## config.mk

```make
export PLATFORM = sky130hd
export DESIGN_NAME = refclk_divider
export DESIGN_NICKNAME = d
export VERILOG_FILES = /design/src/rtl/refdiv_pkg.sv /design/src/rtl/refdiv_next.sv /design/src/rtl/refdiv_state.sv /design/src/rtl/refdiv_shape.sv /design/src/rtl/refclk_divider.sv
export SDC_FILE = /design/constraint.sdc
export NUM_CORES = 1
export LEC_CHECK = 0
export BUFFER_PORTS_ARGS = -buffer_cell sky130_fd_sc_hd__buf_2
export CAP_MARGIN = 20
export CORE_ASPECT_RATIO = 1.25
export CORE_MARGIN = 8
export CORE_UTILIZATION = 41
export DETAILED_ROUTE_END_ITERATION = 16
export GPL_TIMING_DRIVEN = 0
export PLACE_DENSITY = 0.57
export REMOVE_ABC_BUFFERS = 1
export SLEW_MARGIN = 20
export SYNTH_ARGS = -nofsm -noshare
export SYNTH_HDL_FRONTEND = slang
export SYNTH_SLANG_ARGS = --single-unit
```

## constraint.sdc

```tcl
create_clock -name clk -period 6.5 [get_ports clk]
set_input_delay 0 -clock clk [delete_from_list [all_inputs] [get_ports clk]]
set_output_delay 0 -clock clk [all_outputs]
set_load 0.02 [all_outputs]
```

## src/rtl/refdiv_pkg.sv

```systemverilog
package refdiv_pkg;

    localparam int DIV_W   = 5;
    localparam int MIN_DIV = 2;
    localparam int MAX_DIV = (1 << DIV_W) - 1;
    localparam int MAX_HI  = MAX_DIV / 2;

    typedef logic [DIV_W-1:0] div_t;

    // Live divider state: run flag, captured ratio, phase position
    typedef struct packed {
        logic run;
        div_t ratio;
        div_t phase;
    } div_state_t;

    localparam div_state_t IDLE_STATE = '{run: 1'b0, ratio: '0, phase: '0};

    function automatic logic code_runs(input div_t code);
        return code >= div_t'(MIN_DIV);
    endfunction

    function automatic div_t high_len(input div_t n);
        return n >> 1;
    endfunction

    function automatic logic period_done(input div_state_t s);
        return !s.run || (s.phase == s.ratio - div_t'(1));
    endfunction

endpackage

```

## src/rtl/refdiv_next.sv

```systemverilog
module refdiv_next
    import refdiv_pkg::*;
(
    input  div_state_t cur,
    input  div_t       code,
    output div_state_t nxt
);
    always_comb begin
        nxt = cur;
        if (period_done(cur)) begin
            if (code_runs(code)) begin
                nxt.run   = 1'b1;
                nxt.ratio = code;
                nxt.phase = '0;
            end else begin
                nxt = IDLE_STATE;
            end
        end else begin
            nxt.phase = cur.phase + div_t'(1);
        end
    end
endmodule

```

## src/rtl/refdiv_state.sv

```systemverilog
module refdiv_state
    import refdiv_pkg::*;
(
    input  logic       clk,
    input  logic       rst,
    input  div_state_t nxt,
    output div_state_t cur
);
    always_ff @(posedge clk) begin
        if (rst) cur <= IDLE_STATE;
        else     cur <= nxt;
    end
endmodule

```

## src/rtl/refdiv_shape.sv

```systemverilog
module refdiv_shape
    import refdiv_pkg::*;
(
    input  logic       clk,
    input  logic       rst,
    input  div_state_t nxt,
    output logic       clk_q,
    output logic       tick_q
);
    logic hi_d;
    logic first_d;

    always_comb begin
        hi_d    = nxt.run && (nxt.phase < high_len(nxt.ratio));
        first_d = nxt.run && (nxt.phase == '0);
    end

    always_ff @(posedge clk) begin
        if (rst) begin
            clk_q  <= 1'b0;
            tick_q <= 1'b0;
        end else begin
            clk_q  <= hi_d;
            tick_q <= first_d;
        end
    end
endmodule

```

## src/rtl/refclk_divider.sv

```systemverilog
module refclk_divider
    import refdiv_pkg::*;
(
    input  logic             clk,
    input  logic             rst,
    input  logic [DIV_W-1:0] div_code,
    output logic             div_clk,
    output logic             div_tick
);
    div_state_t st_cur;
    div_state_t st_nxt;

    refdiv_next u_next (
        .cur  (st_cur),
        .code (div_code),
        .nxt  (st_nxt)
    );

    refdiv_state u_state (
        .clk (clk),
        .rst (rst),
        .nxt (st_nxt),
        .cur (st_cur)
    );

    refdiv_shape u_shape (
        .clk    (clk),
        .rst    (rst),
        .nxt    (st_nxt),
        .clk_q  (div_clk),
        .tick_q (div_tick)
    );
endmodule

```

==> flow_summary.json <==
{
  "outcome": "completed",
  "yosysUniqueCellTypes": 36,
  "timing.rr.start": "u_state.cur[5]",
  "hp-class": "input pin to register",
  "n_antenna_cell": 0,
  "power.switching_uw": 55.1,
  "synth.most_common_cell": "dfxtp_1",
  "crit_path_cell_trace": "inv_1 > ha_1 > xnor2_1 > a211oi_2 > o311ai_4 > nand2_2 > nor2_1 > ha_1 > a21o_1 > a211oi_1 > nand2_1 > o31ai_1",
  "dieArea_mm2": 0.00386,
  "gp_congestion": 0.760,
  "drc": 0,
  "syn_area_per_cell_um2": 9.57,
  "vdd_drop_max_uv": 107,
  "wl_per_cell_um": 14.2,
  "post-cts-setup-buffer-count": 0,
  "crit_path_frequent_cell": "ha_1",
  "first_pass_iters": 5,
  "grt_pass1_wl_um": 2970,
  "synth_area_leader_cell": "dfxtp_1",
  "drv_cap": 0,
  "routed_wl_um": 1730,
  "reg2regPathDepth": 12,
  "grt_usage": 0.0988,
  "fin_util": 0.476,
  "crit_fanout": 12,
  "synth_common_cells": "dfxtp_1 (13), nand3_1 (8), nor2_1 (7)",
  "die_w_um": 57.2,
  "ys_seq_area_frac": 0.299,
  "rsz0062_at_grt": "false",
  "ys.flop_type": "dfxtp_1",
  "finalMaxSlewViolations": 0,
  "final.min_clock_period_ns": 3.02,
  "core_mm2": 0.00200,
  "row_count": 18,
  "r2r_slack_ns": 3.48,
  "drive_gt1_frac": 0.265,
  "cp_slowest_stage_delay_ns": 0.36,
  "criticalPathCategory": "register to register",
  "synth_edf_count": 0,
  "slowest_stage": "dfxtp_1",
  "vias": 677,
  "grt_pass1_vias": 677,
  "worst_hold_path.endpoint": "u_state.cur[6]",
  "hp-start": "div_code[1]",
  "reg2reg_to": "u_shape.clk_q",
  "worst_slew_pin_slew_ns": 0.825,
  "clkTransAtPathRegs_ns": 0.08,
  "finalHoldViolCount": 0,
  "p_leak_nw": 0.355,
  "relSlewSlack": 0.445,
  "synth_area_leaders": "dfxtp_1 (30%), ha_1 (7.2%), nor3_2 (5.7%)",
  "floorplan.initialDensity": 0.434,
  "die_h_um": 67.5,
  "skew_ns": 0.00577,
  "cts_buffers": 3,
  "ant_nets": 0,
  "p_int_uw": 125,
  "setup_tns_ns": 0,
  "ys.warnings.count": 0,
  "io_pins": 9,
  "start_kind": "register",
  "ys_seq_elements": 13,
  "p_sw_frac": 0.307,
  "nFillCells": 201,
  "critPathRequiredTime_ns": 6.70,
  "p_clk_frac": 0.285,
  "whs_ns": 0.0333,
  "share_comb_of_total_power": 0.222,
  "routed_via_density": 5.55,
  "overflow": 0,
  "crit_buf_inv": 1,
  "grt_start_max_net_pins": 16,
  "power.density_mw_per_mm2": 189,
  "cts_tree": "yes",
  "clkSinkCount": 13,
  "cts_max_path_buffers": 2,
  "io_buffers": 8,
  "hold_depth": 3,
  "worstSkewPairLatency_ns": 0.28,
  "final_nets": 115,
  "antenna_found_initial": 0,
  "cp-end-kind": "register",
  "cp_top_family": "compound AO/OA/AOI/OAI gates",
  "fin_crit_sh": 0.464,
  "htree_levels": 1,
  "syn_to_final_growth_pct": 9.48,
  "yosysTopAreaCellShare": 0.299,
  "dp_hpwl_um": 1310,
  "setup_viol": 0,
  "pwr-share-seq": 0.493,
  "async_flop_share": 0,
  "syn-instance-count": 91,
  "fmax_mhz": 331,
  "arrival_ns": 3.21,
  "netlist_area_um2": 871,
  "drtIter0Drc": 8,
  "root_buffer": "clkbuf_4",
  "report.power.total_uw": 180
}
-- state kept, by name (all words and copies together), names as in the netlist --
name            cells
u_state.cur        11
u_shape.tick_q      1
u_shape.clk_q       1
-- kinds of logic (layout without fill, tap and decap cells) --
| family | Yosys count | in the layout | synth area share |
|---|---|---|---|
| AND/OR/NAND/NOR | 32 | 32 | 0.226 |
| AO/OA/AOI/OAI | 23 | 23 | 0.233 |
| flip-flops | 13 | 13 | 0.299 |
| XOR/XNOR | 10 | 10 | 0.109 |
| buffers and inverters | 8 | 19 | 0.0618 |
| adder cells (fa/ha/maj) | 5 | 5 | 0.0718 |
-- worst max-delay path by stage --
stage,startpoint,depth (start not counted),slack (ns),end
4_1_cts,u_state.cur[5],12,3.45,u_shape.clk_q
2_1_floorplan,u_state.cur[5],12,3.79,u_shape.clk_q
5_1_grt,u_state.cur[5],12,3.15,u_shape.clk_q
3_3_place_gp,u_state.cur[5],12,3.53,u_shape.clk_q
6_report,u_state.cur[5],12,3.48,u_shape.clk_q
3_5_place_dp,u_state.cur[5],12,3.51,u_shape.clk_q
-- placed cells by master (no fill, tap or decap), types with 2 or more instances in the layout --
| cell type | synthesis | routed |
|---|---|---|
| a21oi_1 | 5 | 5 |
| dfxtp_1 | 13 | 13 |
| nand3_1 | 8 | 8 |
| buf_2 | 0 | 8 |
| o21ai_2 | 3 | 3 |
| ha_1 | 5 | 5 |
| clkbuf_4 | 0 | 3 |
| and2_1 | 3 | 3 |
| inv_1 | 4 | 4 |
| xnor2_1 | 5 | 5 |
| nor3_2 | 5 | 5 |
| o31ai_1 | 3 | 3 |
| nor2_1 | 7 | 7 |
| dlygate4sd3_1 | 0 | 3 |
| xor2_1 | 4 | 4 |
| o21ai_1 | 2 | 2 |
-- through the flow --
stage | instance area [µm²] | setup slack [ns] | instances
CTS | 953 | 3.45 | 122
finish | 953 | 3.48 | 122
detailed placement | 897 | 3.51 | 115
global placement | 897 | 3.53 | 115
floorplan | 832 | 3.79 | 87
global route | 953 | 3.15 | 122
-- metal layers --
layer / vias to the layer above / track usage / part of all wire
li1: 353 / - / -
met5: - / 0 / 0
met4: 0 / 0.0470 / 0.018
met1: 309 / 0.113 / 0.47
met2: 10 / 0.168 / 0.49
met3: 5 / 0.0266 / 0.026
-- worst reg2reg max path, stage by stage, from the launching register on --
cell and delay (ns):
dfxtp_1 0.36, inv_1 0.10, ha_1 0.32, xnor2_1 0.14, a211oi_2 0.30, o311ai_4 0.20, nand2_2 0.31, nor2_1 0.10
ha_1 0.32, a21o_1 0.18, a211oi_1 0.31, nand2_1 0.09, o31ai_1 0.20
-- power by group through the flow --
| stage | Clock, mW | Combinational, mW | Sequential, mW |
|---|---|---|---|
| floorplan | 0 | 0.0269 | 0.0912 |
| finish | 0.0513 | 0.0399 | 0.0886 |
| CTS | 0.0514 | 0.0402 | 0.0887 |
| global route | 0.0565 | 0.0444 | 0.0894 |
| detailed placement | 0 | 0.0385 | 0.0905 |
| global placement | 0 | 0.0377 | 0.0906 |
-- what timing repair did --
item | 4_1_cts | 5_1_grt
resized for setup | 0 | 0
endpoints found under the hold margin | 3 | 0
hold buffers | 3 | 0
-- final cells by class --
class                           count  area [µm²]  share of cell area
Multi-Input combinational cell     70         557               0.584
Sequential cell                    13         260               0.273
Timing Repair Buffer               11        70.1              0.0735
Clock buffer                        4        26.3              0.0276
Tap cell                           20        25.0              0.0262
Inverter                            4        15.0              0.0157
No activity file was read; power rests on OpenSTA's default activity.
